## src/rtl/matchTimerPkg.sv

```systemverilog
package matchTimerPkg;

  // number of compare channels; flag vector holds one more for the wrap flag
  localparam int unsigned CHANNELS = 3;
  localparam int unsigned FLAG_USED = CHANNELS + 1;

  // register addresses (behavioural: bench and software decode these)
  localparam int unsigned ADDR_MODE    = 0;
  localparam int unsigned ADDR_CMP0    = 1;  // channels follow at +1, +2
  localparam int unsigned ADDR_IEN     = 4;
  localparam int unsigned ADDR_FORCE   = 5;
  localparam int unsigned ADDR_FLAGCLR = 6;

  localparam logic [1:0] MODE_FREE = 2'd0;
  localparam logic [1:0] MODE_CTC  = 2'd1;

  // strobes from control to datapath
  typedef struct packed {
    logic [1:0]          mode;
    logic [CHANNELS-1:0] cmpLoad;
    logic                tickEn;
  } ctlStrobes_t;

  // events from datapath back to control
  typedef struct packed {
    logic [CHANNELS-1:0] cmpHit;
    logic                wrapHit;
  } pathEvents_t;

endpackage

```

## src/rtl/matchTimerPath.sv

```systemverilog
module matchTimerPath
  import matchTimerPkg::*;
#(
  parameter int unsigned CNT_W = 16
) (
  input  logic              clk,
  input  logic              rstN,
  input  ctlStrobes_t       ctl,
  input  logic [CNT_W-1:0]  loadData,
  output logic [CNT_W-1:0]  count,
  output pathEvents_t       evt
);

  localparam logic [CNT_W-1:0] CNT_TOP = {CNT_W{1'b1}};
  localparam logic [CNT_W-1:0] CNT_ONE = CNT_W'(1);

  logic [CNT_W-1:0]    cmpReg [CHANNELS];
  logic [CNT_W-1:0]    cntReg;
  logic [CHANNELS-1:0] eqNow;
  logic [CHANNELS-1:0] pendHit;
  logic                periodEnd;

  // compare registers and equality detectors, one per channel
  for (genvar ch = 0; ch < CHANNELS; ch++) begin : gChan
    always_ff @(posedge clk) begin
      if (!rstN) begin
        cmpReg[ch] <= '0;
      end else if (ctl.cmpLoad[ch]) begin
        cmpReg[ch] <= loadData;
      end
    end
    assign eqNow[ch] = (cntReg == cmpReg[ch]);
  end

  assign periodEnd = (ctl.mode == MODE_CTC) && eqNow[0];

  // counter: restart after channel A in clear-on-compare mode, else wrap
  always_ff @(posedge clk) begin
    if (!rstN) begin
      cntReg <= '0;
    end else if (ctl.tickEn) begin
      if (periodEnd) begin
        cntReg <= '0;
      end else begin
        cntReg <= cntReg + CNT_ONE;
      end
    end
  end

  // a match seen at one tick is reported at the next tick
  always_ff @(posedge clk) begin
    if (!rstN) begin
      pendHit <= '0;
    end else if (ctl.tickEn) begin
      pendHit <= eqNow;
    end
  end

  assign evt.cmpHit  = pendHit & {CHANNELS{ctl.tickEn}};
  assign evt.wrapHit = ctl.tickEn && (cntReg == CNT_TOP);
  assign count       = cntReg;

endmodule

```

## src/rtl/matchTimerCtrl.sv

```systemverilog
module matchTimerCtrl
  import matchTimerPkg::*;
#(
  parameter int unsigned ADDR_W = 3,
  parameter int unsigned FLAG_W = 8
) (
  input  logic                 clk,
  input  logic                 rstN,
  input  logic                 tick,
  input  logic                 wrEn,
  input  logic [ADDR_W-1:0]    wrAddr,
  input  logic [FLAG_USED-1:0] wrBits,
  input  logic [FLAG_USED-1:0] intAck,
  input  pathEvents_t          evt,
  output ctlStrobes_t          ctl,
  output logic [FLAG_W-1:0]    flags,
  output logic [FLAG_USED-1:0] irq
);

  localparam int unsigned PAD_W = FLAG_W - FLAG_USED;

  logic [1:0]           modeReg;
  logic [FLAG_USED-1:0] ienReg;
  logic [FLAG_USED-1:0] flagReg;
  logic [FLAG_USED-1:0] clrMask;
  logic [FLAG_USED-1:0] setVec;
  logic                 modeWr;
  logic                 ienWr;
  logic                 clrWr;

  assign modeWr = wrEn && (wrAddr == ADDR_W'(ADDR_MODE));
  assign ienWr  = wrEn && (wrAddr == ADDR_W'(ADDR_IEN));
  assign clrWr  = wrEn && (wrAddr == ADDR_W'(ADDR_FLAGCLR));
  // writes to ADDR_FORCE decode to nothing: no pin and no flag is touched

  for (genvar ch = 0; ch < CHANNELS; ch++) begin : gLoad
    assign ctl.cmpLoad[ch] = wrEn && (wrAddr == ADDR_W'(ADDR_CMP0 + ch));
  end

  assign ctl.mode   = modeReg;
  assign ctl.tickEn = tick;

  always_ff @(posedge clk) begin
    if (!rstN) begin
      modeReg <= MODE_FREE;
      ienReg  <= '0;
    end else begin
      if (modeWr) modeReg <= wrBits[1:0];
      if (ienWr)  ienReg  <= wrBits;
    end
  end

  // clears first, then sets, so a same-cycle set event wins
  assign clrMask = (clrWr ? wrBits : '0) | intAck;
  assign setVec  = {evt.cmpHit, evt.wrapHit};

  always_ff @(posedge clk) begin
    if (!rstN) begin
      flagReg <= '0;
    end else begin
      flagReg <= (flagReg & ~clrMask) | setVec;
    end
  end

  assign flags = {{PAD_W{1'b0}}, flagReg};
  assign irq   = flagReg & ienReg;

endmodule

```

## src/rtl/matchTimer.sv

```systemverilog
module matchTimer
  import matchTimerPkg::*;
#(
  parameter int unsigned CNT_W  = 16,
  parameter int unsigned ADDR_W = 3,
  parameter int unsigned FLAG_W = 8
) (
  input  logic                 clk,
  input  logic                 rstN,
  input  logic                 tick,
  input  logic                 wrEn,
  input  logic [ADDR_W-1:0]    wrAddr,
  input  logic [CNT_W-1:0]     wrData,
  input  logic [FLAG_USED-1:0] intAck,
  output logic [CNT_W-1:0]     count,
  output logic [FLAG_W-1:0]    flags,
  output logic [FLAG_USED-1:0] irq
);

  ctlStrobes_t ctlToPath;
  pathEvents_t pathToCtl;

  matchTimerCtrl #(
    .ADDR_W (ADDR_W),
    .FLAG_W (FLAG_W)
  ) uCtrl (
    .clk    (clk),
    .rstN   (rstN),
    .tick   (tick),
    .wrEn   (wrEn),
    .wrAddr (wrAddr),
    .wrBits (wrData[FLAG_USED-1:0]),
    .intAck (intAck),
    .evt    (pathToCtl),
    .ctl    (ctlToPath),
    .flags  (flags),
    .irq    (irq)
  );

  matchTimerPath #(
    .CNT_W (CNT_W)
  ) uPath (
    .clk      (clk),
    .rstN     (rstN),
    .ctl      (ctlToPath),
    .loadData (wrData),
    .count    (count),
    .evt      (pathToCtl)
  );

endmodule

```

## config.mk

```make
export PLATFORM = sky130hd
export DESIGN_NAME = matchTimer
export DESIGN_NICKNAME = d
export VERILOG_FILES = /design/src/rtl/matchTimerPkg.sv /design/src/rtl/matchTimerPath.sv /design/src/rtl/matchTimerCtrl.sv /design/src/rtl/matchTimer.sv
export SDC_FILE = /design/constraint.sdc
export NUM_CORES = 1
export LEC_CHECK = 0
export ABC_AREA = 1
export BUFFER_PORTS_ARGS = -buffer_cell sky130_fd_sc_hd__clkbuf_2
export CAP_MARGIN = 20
export CORE_AREA = 8 8 108 110
export CTS_BUF_LIST = sky130_fd_sc_hd__clkbuf_2
export CTS_CLUSTER_DIAMETER = 50
export DETAILED_ROUTE_END_ITERATION = 8
export DIE_AREA = 0 0 116 118
export SYNTH_ARGS = -nofsm -noshare
export SYNTH_HDL_FRONTEND = slang
export SYNTH_SLANG_ARGS = --single-unit
```

## constraint.sdc

```tcl
create_clock -name clk -period 5.9 [get_ports clk]
set_clock_uncertainty 0.2 [all_clocks]
set_input_delay 0.885 -clock clk [delete_from_list [all_inputs] [get_ports clk]]
set_output_delay 0.885 -clock clk [all_outputs]
set_load 0.01 [all_outputs]
```

== After elaboration in Yosys (flattened, before gate mapping) ==
Memory sizes are Yosys's and may differ from the RTL's.
Cells that the tools add are included.
Word-level totals
  memories: 1
  logic and storage cells: 50
  output and inout port bits: 28
  register bits after elaboration: 29
  memory bits (writable): 48
Memories
  uPath.cmpReg: words 3, bits a word 16, rd ports 3, clocked after Yosys merged registers in 0, write ports 3, line matchTimerPath.sv:17  | logic [CNT_W-1:0] cmpReg [CHANNELS];
Cells by class
  reduce and logical (&&, ||, !) cells: 9
  muxes and demuxes: 15
  add/sub/neg operators: 1
  eq/ne operators: 10
  bitwise operators: 9
Operator list (number)
  $mux 16: 4
  $eq 16x16->1: 3
  $add 16x1->16 const B: 1
  $eq 16x16->1 const B: 1
  $mux 1: 10
  $and 4x4->4: 2
  $logic_and 1x1->1: 8
  $or 4x4->4: 2
  $eq 3x2->1 const B: 2
  $eq 3x3->1 const B: 2
  $mux 4: 1
  $not 4->4: 1
  $and 3x3->3: 1
  $eq 3x1->1 const B: 1
  $logic_not 3->1: 1
  $or 1x1->1: 3
  $eq 2x1->1 const B: 1

== Logic depth before layout (Yosys ltp) ==
Gate-level depths: netlist of the first run.
  word-level depth: 7
  depth in mapped cells: 11
  gate-level depth less buffers: 9

== By module ==
Synthesis of the first run repeated with hierarchy kept, for this count alone.
Unflattened totals
  cell total of the unflattened synthesis: 514
  area total of the unflattened synthesis: 4002.6 um2
By module, submodules not included
  matchTimerPath: times used 1, cells an instance 431, area an instance 3479.6 um2
  matchTimerCtrl: times used 1, cells an instance 83, area an instance 523.0 um2

== Least setup slack after synthesis of the first run ==
OpenSTA, ideal clock, no wires.
  path kind: input to register
  start point: input port wrEn
  end point: memory uPath.cmpReg[0][0], enable pin
  library setup time: 414 ps
  setup slack: 2836 ps
  cell stages on the path: 4
  required time: 5286 ps
  arrival time: 2449 ps
  buffers on the path: 0
  path through: inv_1 -> nor2_1 -> inv_1 -> o31ai_1
RTL lines
  start: declaration: line matchTimer.sv:11  | input logic wrEn,
  end: declaration: line matchTimerPath.sv:17

== Worst setup path in the final report of the first run ==
  start point: register uPath.cntReg[10], in the netlist uPath.count[10]
  end point: output port count[10]
RTL lines
  start: declaration: line matchTimerPath.sv:18  | logic [CNT_W-1:0] cntReg;
  start signal: assignment: line matchTimerPath.sv:45  | cntReg <= cntReg + CNT_ONE;
  end: declaration: line matchTimer.sv:15  | output logic [CNT_W-1:0] count,
No word-level cell between the ends.

==> impl_results.rst, run 1 <==
.. list-table::
   :header-rows: 1

   * - Metric
     - Value
   * - DR DRC count
     - 0
   * - Count of flip-flops with a built-in enable after synthesis
     - 48
   * - Unrepaired setup endpoints after global routing
     - false
   * - Final cycle utilization of the critical path
     - 0.409
   * - Maximum achievable frequency
     - 0.414 GHz
   * - Gate family responsible for the most delay along the worst path
     - flip-flops
   * - Endpoint of the most critical register-to-register path
     - uPath.count[12]
   * - Share of async-settable or async-resettable flops after synthesis
     - 0
   * - Quantity of I/O buffers inserted on ports
     - 50
   * - Syn-to-layout area delta
     - 12.9%
   * - Worst-path fanout max
     - 6
   * - Overall routing resource usage
     - 0.151
   * - Number of buffers created by CTS
     - 9
   * - Hold Crit Endpoint
     - uCtrl.flagReg[3]
   * - Die width
     - between 100 and 150 um
   * - Most common cell in the synthesized netlist
     - sky130_fd_sc_hd__nand2_1
   * - Final design area excluding fillers
     - about 4400 um^2
   * - Effective utilization at floorplan
     - 0.391
   * - Number of ports placed on the die boundary
     - 55
   * - Cell taking the most area after synthesis
     - sky130_fd_sc_hd__edfxtp_1
   * - Share of the synthesized area in the top cell type
     - 0.369
   * - Worst Setup End Kind
     - primary output
   * - Average via count per standard cell
     - 4.65
   * - Net count reported at finish
     - a little under 600
   * - Resized cells post-CTS
     - 0
   * - Status
     - finished, final reports clean
   * - Residual overflow from global routing
     - 0
   * - Number of placement rows
     - 37
   * - Setup Total Neg Slack
     - 0 ns
   * - Final Hold Fails
     - 0
   * - Leakage power total
     - approximately 2.0 nW
   * - Root Driver
     - sky130_fd_sc_hd__clkbuf_2
   * - CTS HTree Levels
     - 3
   * - Maximum vdd drop
     - ~0.1 mV
   * - Top cells by area in the synthesized netlist
     - sky130_fd_sc_hd__edfxtp_1 (37%), sky130_fd_sc_hd__dfxtp_1 (15%), sky130_fd_sc_hd__nand2_1 (14%), sky130_fd_sc_hd__nor2_1 (10%), sky130_fd_sc_hd__inv_1 (6.8%)
   * - Largest net degree at the start of global routing
     - 17
   * - Flip-flop and latch count after synthesis
     - between 70 and 80
   * - Reg clk slew, reported paths
     - around 0.22 ns
   * - Cell with the largest stage delay on the worst path
     - sky130_fd_sc_hd__dfxtp_1
   * - Final min period
     - about 2.4 ns
   * - Number of buffers on the longest clock path
     - 2
   * - Worst skew pair latency
     - 0.53 ns
   * - Layout cell share with drive strength beyond 1
     - 0.149
   * - Register area
     - between 2000 and 2500 um^2
   * - ANT nets after route
     - 0
   * - Footprint of the multi-input gates
     - around 1500 um^2
   * - Stage delay of the slowest cell on the critical path
     - roughly 0.59 ns
   * - Vias in the first global route
     - ~3400
   * - # fillers
     - around 1100
   * - Gp weighted congestion
     - 0.852
   * - Layout Utilization
     - 0.442
   * - Ordered list of cells on the worst path
     - clkbuf_2
   * - Placed inst area
     - between 4000 and 5000 um^2
   * - Number of detailed-routing iterations run before antenna repair
     - 4
   * - Detailed-placement wirelength estimate
     - around 7.3 mm
   * - Area inside the core boundary
     - between 9000 and 10000 um^2
   * - Die ar.
     - approximately 14000 um^2
   * - Critical path type
     - reg -> out
   * - Instance count along the most critical hold path
     - 2
   * - Post-synth top flop
     - sky130_fd_sc_hd__edfxtp_1
   * - Hold-fix buffers at CTS
     - 0
   * - Initial DRC count
     - slightly below 200
   * - Netlist area before placement
     - 3910 um^2
   * - Part of the Yosys area used for sequential elements
     - 0.517
   * - Total via count after detailed routing
     - 3265
   * - Launch point of the worst reg-to-reg path
     - uPath.count[0]
   * - CTS tree
     - done
   * - Hold_sp
     - uPath.pendHit[2]
   * - Number of endpoints failing setup at the final stage
     - 0
   * - Synthesized netlist cell count
     - around 510
   * - Type of element launching the critical path
     - flip-flop
   * - Power per unit of standard cell area
     - around 230 nW/um^2
   * - Top cells by count, synth
     - sky130_fd_sc_hd__nand2_1 (141), sky130_fd_sc_hd__nor2_1 (104), sky130_fd_sc_hd__inv_1 (71)
   * - Global-route wire length before repair
     - 16.1 mm
   * - Power Total
     - a little over 1 mW
   * - Max Cap Violations
     - 0
   * - Register-to-Register Path Depth
     - 9
   * - Max transition margin
     - 0.445
   * - Routed WL
     - between 9 and 10 mm
   * - Pin slew with the least headroom to its limit
     - slightly above 0.8 ns
   * - Number of antenna violations at the first check in global routing
     - 1
   * - Die outline height
     - ~120 um
   * - Number of pins with negative max-slew slack in the final report
     - 0
   * - YS warnings
     - 0
   * - Endpoint required time on the critical path
     - slightly below 5 ns
   * - Sinks on the clock net
     - 77
   * - HP Class
     - reg -> reg
   * - Crit path buf inv count
     - 1
   * - Worst Hold Slack
     - between 0.2 and 0.3 ns
   * - Avg Cell Area, Syn
     - 7.70 um^2
   * - Number of distinct library cells after synthesis
     - 25
   * - Average detailed-routed wire length per instance
     - 13.9 um
   * - Arrival time at the worst endpoint
     - 1.33 ns
   * - Internal reg-to-reg setup slack
     - 3.94 ns
   * - Post-CTS setup buffer count
     - 0
==> final cells by class <==
class	count	share of cell area
well taps	136	0.0385
inverters	80	0.0680
flip-flops and latches	77	0.458
repair buffers	53	0.0618
multi-input cells	339	0.344
clock buffers	10	0.0113
diodes	1	0.000567
clock inverters	6	0.0176
==> power breakdown <==
| group | switching [mW] | total [mW] | internal, mW |
|---|---|---|---|
| registers | 0.0154 | 0.613 | 0.597 |
| logic | 0.0565 | 0.0892 | 0.0327 |
| clock network | 0.184 | 0.323 | 0.138 |
| total | 0.256 | 1.02 | 0.768 |
==> stage by stage <==
step                std cells  setup slack [ns]
finish                    702              3.49
global route              702              3.39
CTS                       701              3.47
detailed placement        685              3.02
global placement          685              3.08
floorplan                 511              2.84
==> worst min-delay path, stage by stage, from the launching register on <==
cell                      delay (ns)
sky130_fd_sc_hd__dfxtp_1        0.35
sky130_fd_sc_hd__nand2_1        0.05
sky130_fd_sc_hd__a21oi_1        0.05
==> registers in the layout, indices dropped and copies added (netlist names) <==
signal / count
uCtrl.flagReg: 4
uCtrl.ienReg: 4
uCtrl.modeReg: 2
uPath.cmpReg: 48
uPath.count: 16
uPath.pendHit: 3
==> metal layers <==
metal	vias up	track usage	wire, um
met5	-	0	0
met4	0	0.0649	125
met3	11	0.0292	702
met2	82	0.258	4860
met1	1515	0.179	4040
li1	1657	-	-
==> worst max-delay path by stage <==
stage                         start            endpoint  cells past startpoint
floorplan                      wrEn  uPath.cmpReg[0][0]                      4
global placement               wrEn  uPath.cmpReg[0][0]                      6
detailed placement             wrEn  uPath.cmpReg[0][1]                      6
CTS                  uPath.count[0]            count[0]                      1
global route         uPath.count[8]            count[8]                      1
finish              uPath.count[10]           count[10]                      1
==> cells in the final DEF, fill, tap and decap left out <==
cell | synthesis | routed
sky130_fd_sc_hd__nand4_1 | 6 | 6
sky130_fd_sc_hd__inv_1 | 71 | 71
sky130_fd_sc_hd__nand2_1 | 141 | 141
sky130_fd_sc_hd__nor2_1 | 104 | 104
sky130_fd_sc_hd__nor3_1 | 5 | 5
sky130_fd_sc_hd__nor2_2 | 4 | 4
sky130_fd_sc_hd__bufinv_16 | 0 | 2
sky130_fd_sc_hd__nand3_1 | 10 | 10
sky130_fd_sc_hd__inv_2 | 9 | 9
sky130_fd_sc_hd__clkinv_2 | 0 | 2
sky130_fd_sc_hd__nand2_4 | 1 | 1
sky130_fd_sc_hd__nand3b_1 | 4 | 4
sky130_fd_sc_hd__dfxtp_1 | 29 | 29
sky130_fd_sc_hd__diode_2 | 0 | 1
sky130_fd_sc_hd__ha_1 | 1 | 1
sky130_fd_sc_hd__nand3_2 | 1 | 1
sky130_fd_sc_hd__clkbuf_2 | 1 | 60
sky130_fd_sc_hd__o31ai_2 | 0 | 2
sky130_fd_sc_hd__conb_1 | 1 | 4
sky130_fd_sc_hd__a21oi_1 | 15 | 15
sky130_fd_sc_hd__o21ai_0 | 20 | 19
sky130_fd_sc_hd__edfxtp_1 | 48 | 48
sky130_fd_sc_hd__clkinv_1 | 0 | 2
sky130_fd_sc_hd__o21ai_1 | 0 | 1
sky130_fd_sc_hd__xnor2_1 | 9 | 9
sky130_fd_sc_hd__xor2_1 | 12 | 12
sky130_fd_sc_hd__buf_4 | 5 | 3
==> cells by family (layout without fill, tap and decap cells) <==
group                      after synthesis  count (layout)  synth area share
and+or+nand+nor                        276             276             0.284
buffers and inverters                   95             149            0.0995
DFF                                     77              77             0.517
AOI/OAI and AO/OA                       37              37            0.0486
xor gates and xnor gates                21              21            0.0470
adders and majority gates                1               1           0.00320
other                                    1               5          0.000959
Power figures use the tool's default switching activity.
==> run 2, diff against run 1 <==
==> constraint.sdc (replaced) <==
create_clock -name clk -period 2.45 [get_ports clk]
set_clock_uncertainty 0.2 [all_clocks]
set_input_delay 0.3675 -clock clk [delete_from_list [all_inputs] [get_ports clk]]
set_output_delay 0.3675 -clock clk [all_outputs]
set_load 0.01 [all_outputs]
==> run 2 against run 1 <==
Against the previous run:
- die area is the same
- sequential cell count is the same
- critical path type is now reg -> reg
- clock power grew 73%
- combinational power grew to 2.7 times the previous value
- first-iteration DRC count grew 18%
==> impl_results.rst, run 2 (same netlist as run 1, synthesis figures left out) <==
.. list-table::
   :header-rows: 1

   * - Metric
     - Value
   * - Quantity of I/O buffers inserted on ports
     - 50 (unchanged)
   * - CTS tree
     - done (unchanged)
   * - Gp weighted congestion
     - 0.877 (was 0.852)
   * - Root Driver
     - sky130_fd_sc_hd__clkbuf_2 (unchanged)
   * - Number of detailed-routing iterations run before antenna repair
     - 4 (unchanged)
   * - CTS HTree Levels
     - 3 (unchanged)
   * - Reg clk slew, reported paths
     - 0.21 ns (was 0.22 ns)
   * - Layout cell share with drive strength beyond 1
     - 0.147 (was 0.149)
   * - Unrepaired setup endpoints after global routing
     - false (unchanged)
   * - Resized cells post-CTS
     - 0 (unchanged)
   * - Sinks on the clock net
     - 77 (unchanged)
   * - Die width
     - 116 um (unchanged)
   * - Internal reg-to-reg setup slack
     - 0.54 ns (was 3.94 ns)
   * - Global-route wire length before repair
     - 16.2 mm (was 16.1 mm)
   * - Endpoint required time on the critical path
     - 2.72 ns (was 4.82 ns)
   * - Layout Utilization
     - 0.463 (was 0.442)
   * - Power Total
     - 2.28 mW (was 1.02 mW)
   * - Initial DRC count
     - 229 (was 194)
   * - Number of buffers on the longest clock path
     - 2 (unchanged)
   * - ANT nets after route
     - 0 (unchanged)
   * - Average detailed-routed wire length per instance
     - 13.6 um (was 13.9 um)
   * - Setup Total Neg Slack
     - 0 ns (unchanged)
   * - Net count reported at finish
     - 615 (was 588)
   * - Launch point of the worst reg-to-reg path
     - uPath.count[0] (unchanged)
   * - Number of placement rows
     - 37 (unchanged)
   * - Final cycle utilization of the critical path
     - 0.779
   * - Leakage power total
     - 2.10 nW (was 2.02 nW)
   * - Placed inst area
     - 4310 um^2 (was 4290 um^2)
   * - Type of element launching the critical path
     - flip-flop (unchanged)
   * - # fillers
     - 1015 (was 1064)
   * - Arrival time at the worst endpoint
     - 2.18 ns (was 1.33 ns)
   * - Most frequent standard cell in the layout excluding fill and tap cells
     - sky130_fd_sc_hd__nand2_1 (unchanged)
   * - Max Cap Violations
     - 0 (unchanged)
   * - Biggest register
     - uPath.cmpReg (unchanged)
   * - Hold_sp
     - tick (was uPath.pendHit[2])
   * - Number of flip-flops in the largest register
     - 48 (unchanged)
   * - Area inside the core boundary
     - 10000 um^2 (unchanged)
   * - Number of antenna violations at the first check in global routing
     - 1 (unchanged)
   * - DP Worst Slack
     - 0.601 ns (was 3.02 ns)
   * - Detailed-placement wirelength estimate
     - 7.11 mm (was 7.26 mm)
   * - Status
     - finished, final reports clean (unchanged)
   * - Endpoint of the worst setup timing path
     - uPath.count[12] (was count[10])
   * - Syn-to-layout area delta
     - 18.4% (was 12.9%)
   * - Number of endpoints failing setup at the final stage
     - 0 (unchanged)
   * - Maximum achievable frequency
     - 0.524 GHz
   * - Largest net degree at the start of global routing
     - 17 (unchanged)
   * - Number of pins with negative max-slew slack in the final report
     - 0 (unchanged)
   * - Die ar.
     - 13700 um^2 (unchanged)
   * - Register-to-Register Path Depth
     - 9 (unchanged)
   * - HP Class
     - in -> reg (was reg -> reg)
   * - Maximum vdd drop
     - 0.170 mV (was 0.0973 mV)
   * - Number of ports placed on the die boundary
     - 55 (unchanged)
   * - Worst skew pair latency
     - 0.52 ns (was 0.53 ns)
   * - Routed WL
     - 9.89 mm (was 9.72 mm)
   * - Worst setup path start
     - uPath.count[0] (was uPath.count[10])
   * - Critical path type
     - reg -> reg (was reg -> out)
   * - Final worst setup slack
     - 0.541 ns (was 3.49 ns)
   * - Worst-path fanout max
     - 8 (was 6)
   * - Total via count after detailed routing
     - 3326 (was 3265)
   * - Effective utilization at floorplan
     - 0.391 (unchanged)
   * - Worst Setup End Kind
     - flip-flop (was primary output)
   * - Vias in the first global route
     - 3368 (was 3371)
   * - Final design area excluding fillers
     - 4630 um^2 (was 4420 um^2)
   * - Die outline height
     - 118 um (unchanged)
   * - Number of buffers created by CTS
     - 9 (unchanged)
   * - Final Hold Fails
     - 0 (unchanged)
   * - Overall routing resource usage
     - 0.153 (was 0.151)
   * - Power per unit of standard cell area
     - 492 nW/um^2 (was 232 nW/um^2)
   * - Highest-count cells in the layout ignoring fill and taps
     - sky130_fd_sc_hd__nand2_1 (141), sky130_fd_sc_hd__nor2_1 (104), sky130_fd_sc_hd__inv_1 (71) (unchanged)
   * - DR DRC count
     - 0 (unchanged)
   * - Residual overflow from global routing
     - 0 (unchanged)
   * - Endpoint of the most critical register-to-register path
     - uPath.count[12] (unchanged)
   * - Final min period
     - 1.91 ns
   * - Average via count per standard cell
     - 4.56 (was 4.65)
run 2: worst max-delay path, stage by stage, from the launching register on:
cell	delay [ns]
sky130_fd_sc_hd__dfxtp_1	0.57
sky130_fd_sc_hd__ha_1	0.23
sky130_fd_sc_hd__inv_1	0.05
sky130_fd_sc_hd__nor2_1	0.15
sky130_fd_sc_hd__nand2_1	0.12
sky130_fd_sc_hd__nor2_1	0.17
sky130_fd_sc_hd__nand2_1	0.09
sky130_fd_sc_hd__xor2_1	0.14
sky130_fd_sc_hd__inv_1	0.05
sky130_fd_sc_hd__nor2_1	0.09
run 2: through the flow:
step,hold slack (ns),std cells
global placement,0.256,688
CTS,0.00878,728
finish,0.0544,729
global route,0.0288,729
detailed placement,0.259,688
floorplan,0.236,511
run 2: area by class of cell:
type / count / area [um^2] / area share
diodes: 1 / 2.50 / 0.000540
clock buffers: 10 / 50.0 / 0.0108
clock inverters: 6 / 30.0 / 0.00648
inverters: 80 / 300 / 0.0648
multi-input cells: 339 / 1520 / 0.328
flip-flops and latches: 77 / 2020 / 0.437
well taps: 136 / 170 / 0.0367
repair buffers: 80 / 536 / 0.116
run 2: how the worst min path moves through the flow:
stage	endpoint	slack, ns	cells after the start
floorplan	uCtrl.flagReg[3]	0.24	2
global placement	uPath.pendHit[2]	0.26	2
detailed placement	uPath.pendHit[2]	0.26	2
CTS	uPath.pendHit[0]	0.009	2
global route	uPath.pendHit[0]	0.03	2
finish	uCtrl.flagReg[2]	0.05	3
run 2: per-layer routing:
layer	up-vias	track usage	share of wire
li1	1716	-	-
met1	1531	0.181	0.44
met2	68	0.258	0.50
met3	11	0.0267	0.050
met4	0	0.0706	0.016
met5	-	0	0
run 2: power by group:
group | switching [mW] | internal (mW) | leakage, nW | total [mW]
sequential | 0.0387 | 1.44 | 0.699 | 1.48
combinational | 0.144 | 0.100 | 1.35 | 0.244
clock | 0.432 | 0.126 | 0.0566 | 0.558
run 2: timing repair:
| item | in CTS | in global routing |
|---|---|---|
| endpoints found under the hold margin | 47 | 0 |
| setup buffers | 0 | 0 |
| hold buffers | 24 | 0 |
==> run 3, diff against run 2 <==
--- a/config.mk
+++ b/config.mk
@@ -5,7 +5,7 @@
 export SDC_FILE = /design/constraint.sdc
 export NUM_CORES = 1
 export LEC_CHECK = 0
-export ABC_AREA = 1
+export ABC_AREA = 0
 export BUFFER_PORTS_ARGS = -buffer_cell sky130_fd_sc_hd__clkbuf_2
 export CAP_MARGIN = 20
 export CORE_AREA = 8 8 108 110
==> constraint.sdc (replaced) <==
create_clock -name clk -period 1.9 [get_ports clk]
set_clock_uncertainty 0.2 [all_clocks]
set_input_delay 0.285 -clock clk [delete_from_list [all_inputs] [get_ports clk]]
set_output_delay 0.285 -clock clk [all_outputs]
set_load 0.01 [all_outputs]
==> run 3 against run 2 <==
Against the previous run:
- sequential power up 28%
- wire length down 6.3%
- register-to-register slack worse by 0.44 ns
- final area up 4.5%
- largest cell class unchanged
==> impl_results.rst, run 3 <==
.. list-table::
   :header-rows: 1

   * - Metric
     - Value
   * - Status
     - finished, final reports clean (unchanged)
   * - Final cycle utilization of the critical path
     - 0.947
   * - ANT nets after route
     - 0 (unchanged)
   * - Max Cap Violations
     - 0 (unchanged)
   * - Most frequent standard cell in the layout excluding fill and tap cells
     - sky130_fd_sc_hd__clkbuf_2 (was sky130_fd_sc_hd__nand2_1)
   * - Ordered list of cells on the worst path
     - dlygate4sd3_1, clkbuf_2, nand2_1, nor2_1, and2_1 (was ha_1, inv_1, nor2_1, nand2_1, nor2_1, nand2_1, xor2_1, inv_1, nor2_1)
   * - Sinks on the clock net
     - 77 (unchanged)
   * - Post-synth top flop
     - sky130_fd_sc_hd__edfxtp_1 (unchanged)
   * - M1 wire length
     - 4.23 mm (was 4.31 mm)
   * - Fraction of the mapped netlist area in simple logic gates
     - 0.194 (was 0.284)
   * - Number of buffers created by CTS
     - 9 (unchanged)
   * - Critical path type
     - in -> reg (was reg -> reg)
   * - Count of flip-flops with a built-in enable after synthesis
     - 48 (unchanged)
   * - Total stage count of the critical path
     - 5 (was 9)
   * - Highest-count cells in the layout ignoring fill and taps
     - sky130_fd_sc_hd__clkbuf_2 (60), sky130_fd_sc_hd__and2_1 (52), sky130_fd_sc_hd__edfxtp_1 (48) (was sky130_fd_sc_hd__nand2_1 (141), sky130_fd_sc_hd__nor2_1 (104), sky130_fd_sc_hd__inv_1 (71))
   * - Die outline height
     - 118 um (unchanged)
   * - Top cells by count, synth
     - sky130_fd_sc_hd__and2_1 (52), sky130_fd_sc_hd__edfxtp_1 (48), sky130_fd_sc_hd__xor2_1 (36) (was sky130_fd_sc_hd__nand2_1 (141), sky130_fd_sc_hd__nor2_1 (104), sky130_fd_sc_hd__inv_1 (71))
   * - Reg clk slew, reported paths
     - 0.20 ns (was 0.21 ns)
   * - Pin slew with the least headroom to its limit
     - roughly 0.96 ns
   * - Number of distinct library cells after synthesis
     - 39 (was 25)
   * - Quantity of I/O buffers inserted on ports
     - 50 (unchanged)
   * - DR top layer
     - met4 (unchanged)
   * - Register-to-Register Path Depth
     - 5 (was 9)
   * - Residual overflow from global routing
     - 0 (unchanged)
   * - Share of async-settable or async-resettable flops after synthesis
     - 0 (unchanged)
   * - Final Hold Fails
     - 0 (unchanged)
   * - CTS tree
     - done (unchanged)
   * - Setup Total Neg Slack
     - 0 ns (unchanged)
   * - Maximum vdd drop
     - 0.280 mV (was 0.170 mV)
   * - Net count reported at finish
     - 454 (was 615)
   * - Power per unit of standard cell area
     - 658 nW/um^2 (was 492 nW/um^2)
   * - Effective utilization at floorplan
     - 0.390 (was 0.391)
   * - Worst Setup End Kind
     - flip-flop (unchanged)
   * - Syn-to-layout area delta
     - 24.2% (was 18.4%)
   * - Synthesized netlist cell count
     - 336 (was 508)
   * - Number of detailed-routing iterations run before antenna repair
     - 5 (was 4)
   * - Endpoint required time on the critical path
     - 2.06 ns (was 2.72 ns)
   * - Placed inst area
     - 4400 um^2 (was 4310 um^2)
   * - Gate family responsible for the most delay along the worst path
     - simple AND/OR/NAND/NOR gates (unchanged)
   * - YS warnings
     - 0 (unchanged)
   * - Endpoint of the worst setup timing path
     - uPath.cmpReg[2][14] (was uPath.count[12])
   * - Endpoint of the most critical register-to-register path
     - uPath.pendHit[1] (was uPath.count[12])
   * - Unrepaired setup endpoints after global routing
     - false (unchanged)
   * - Final design area excluding fillers
     - 4840 um^2 (was 4630 um^2)
   * - Stage delay of the slowest cell on the critical path
     - 0.72 ns (was 0.57 ns)
   * - Maximum achievable frequency
     - approximately 0.56 GHz
   * - Number of placement rows
     - 37 (unchanged)
   * - Largest net degree at the start of global routing
     - 29 (was 17)
   * - Gp weighted congestion
     - 0.796 (was 0.877)
   * - Area inside the core boundary
     - 10000 um^2 (unchanged)
   * - Average via count per standard cell
     - 4.77 (was 4.56)
   * - Vias in the first global route
     - 2866 (was 3368)
   * - HP Class
     - in -> reg (unchanged)
   * - Launch point of the worst reg-to-reg path
     - uPath.count[8] (was uPath.count[0])
   * - Root Driver
     - sky130_fd_sc_hd__clkbuf_2 (unchanged)
   * - Die ar.
     - 13700 um^2 (unchanged)
   * - Cell with the largest stage delay on the worst path
     - sky130_fd_sc_hd__nor2_1 (was sky130_fd_sc_hd__dfxtp_1)
   * - Worst skew pair latency
     - 0.50 ns (was 0.52 ns)
   * - Number of buffers on the longest clock path
     - 2 (unchanged)
   * - Overall routing resource usage
     - 0.144 (was 0.153)
   * - Internal reg-to-reg setup slack
     - 0.1 ns (was 0.54 ns)
   * - Biggest register
     - uPath.cmpReg (unchanged)
   * - Worst-path fanout max
     - 16 (was 8)
   * - Part of the Yosys area used for sequential elements
     - 0.519 (was 0.517)
   * - Met3 WL post-DR
     - 393 um (was 495 um)
   * - Average detailed-routed wire length per instance
     - 16.3 um (was 13.6 um)
   * - DR DRC count
     - 0 (unchanged)
   * - Number of endpoints failing setup at the final stage
     - 0 (unchanged)
   * - Mux contribution to synthesized area
     - 0.0128 (was 0)
   * - Most common cell in the synthesized netlist
     - sky130_fd_sc_hd__and2_1 (was sky130_fd_sc_hd__nand2_1)
   * - Main combinational cell family by area after synthesis
     - simple AND/OR/NAND/NOR gates (unchanged)
   * - Cell taking the most area after synthesis
     - sky130_fd_sc_hd__edfxtp_1 (unchanged)
   * - Fraction of the mapped netlist area in adder cells
     - 0.00321 (was 0.00320)
   * - Routed WL
     - 9.27 mm (was 9.89 mm)
   * - Total via count after detailed routing
     - 2711 (was 3326)
   * - Number of pins with negative max-slew slack in the final report
     - 0 (unchanged)
   * - Detailed-placement wirelength estimate
     - 6.72 mm (was 7.11 mm)
   * - Number of ports placed on the die boundary
     - 55 (unchanged)
   * - Worst setup path start
     - rstN (was uPath.count[0])
   * - Crit path buf inv count
     - 2 (unchanged)
   * - Final min period
     - 1.80 ns
   * - Detailed-routed wire length on met2
     - 4.47 mm (was 4.93 mm)
   * - Die width
     - 116 um (unchanged)
   * - Complex-gate fraction of the synthesized area
     - 0.0677 (was 0.0486)
   * - Xor/xnor cell area share of the yosys netlist
     - 0.149 (was 0.0470)
   * - Top cells by area in the synthesized netlist
     - sky130_fd_sc_hd__edfxtp_1 (37%), sky130_fd_sc_hd__dfxtp_1 (15%), sky130_fd_sc_hd__and2_1 (8.3%), sky130_fd_sc_hd__xor2_1 (8.1%), sky130_fd_sc_hd__xnor2_1 (5.2%) (was sky130_fd_sc_hd__edfxtp_1 (37%), sky130_fd_sc_hd__dfxtp_1 (15%), sky130_fd_sc_hd__nand2_1 (14%), sky130_fd_sc_hd__nor2_1 (10%), sky130_fd_sc_hd__inv_1 (6.8%))
   * - Number of antenna violations at the first check in global routing
     - 1 (unchanged)
   * - Initial DRC count
     - 126 (was 229)
   * - Type of element launching the critical path
     - primary input (was flip-flop)
   * - Arrival time at the worst endpoint
     - 1.96 ns (was 2.18 ns)
   * - Global-route wire length before repair
     - 15.1 mm (was 16.2 mm)
   * - Leakage power total
     - 1.93 nW (was 2.10 nW)
   * - Layout cell share with drive strength beyond 1
     - 0.304 (was 0.147)
   * - CTS HTree Levels
     - 3 (unchanged)
   * - Number of flip-flops in the largest register
     - 48 (unchanged)
   * - Flip-flop and latch count after synthesis
     - 77 (unchanged)
   * - Max transition margin
     - 0.360
   * - Netlist area before placement
     - 3900 um^2 (was 3910 um^2)
   * - Share of the synthesized area in the top cell type
     - 0.370 (was 0.369)
   * - Avg Cell Area, Syn
     - 11.6 um^2 (was 7.70 um^2)
run 3: what timing repair did:
item,in CTS,in global routing
setup endpoints to repair,0,13
gates resized for setup,0,13
buffers inserted,0,1
hold buffers,25,0
hold endpoints to repair,63,0
run 3: layer usage:
layer  global-route usage  vias to the layer above
met5                    0                        -
met4               0.0681                        0
met3               0.0267                       10
met2                0.230                       53
met1                0.182                     1310
li1                     -                     1338
run 3: metrics by stage:
step            util  setup WS, ns  std cells  hold slack [ns]  power [mW]
4_1_cts        0.478       0.00375        566          0.00489        3.21
2_1_floorplan      -        0.0241        339            0.221        2.08
3_5_place_dp   0.440       0.00386        525            0.253        2.19
3_3_place_gp   0.440        0.0663        525            0.254        2.19
5_1_grt        0.484      0.000262        568           0.0234        3.32
6_report       0.484        0.0999        568           0.0611        3.19
run 3: worst min path at each step:
stage	start	endpoint	cells past startpoint	slack (ns)
global route	wrAddr[1]	uCtrl.modeReg[1]	4	0.02
CTS	wrAddr[1]	uCtrl.modeReg[0]	4	0.005
finish	wrAddr[1]	uCtrl.modeReg[1]	4	0.06
detailed placement	uPath.pendHit[1]	uPath.pendHit[1]	2	0.25
global placement	uPath.pendHit[2]	uPath.pendHit[2]	2	0.25
floorplan	wrData[0]	uCtrl.modeReg[0]	2	0.22
run 3: tightest hold or removal path: stages:
cell	delay, ns
sky130_fd_sc_hd__clkbuf_2	0.09
sky130_fd_sc_hd__buf_4	0.14
sky130_fd_sc_hd__o21ai_0	0.09
sky130_fd_sc_hd__a21oi_1	0.14
run 3: layout make-up:
type / count / area (um^2)
antenna: 1 / 2.50
clock buffer: 10 / 50.0
clock inverter: 6 / 77.6
fill: 940 / 5160
inverter: 2 / 7.51
multi-input combinational: 228 / 1730
sequential: 77 / 2030
tap: 136 / 170
timing repair buffer: 108 / 773
run 3: logic make-up after synthesis:
group | Yosys count
flops | 77
xor+xnor | 63
compound gates | 33
simple gates | 122
other cells | 1
mux | 5
fa+ha+maj | 1
buf+inv | 34
run 3: report_power, final:
group | internal, mW | leakage (nW) | total, mW | switching, mW
clock network | 0.429 | 0.0808 | 0.989 | 0.560
registers | 1.85 | 0.701 | 1.89 | 0.0422
logic | 0.144 | 1.15 | 0.303 | 0.158
total | 2.43 | 1.93 | 3.19 | 0.761
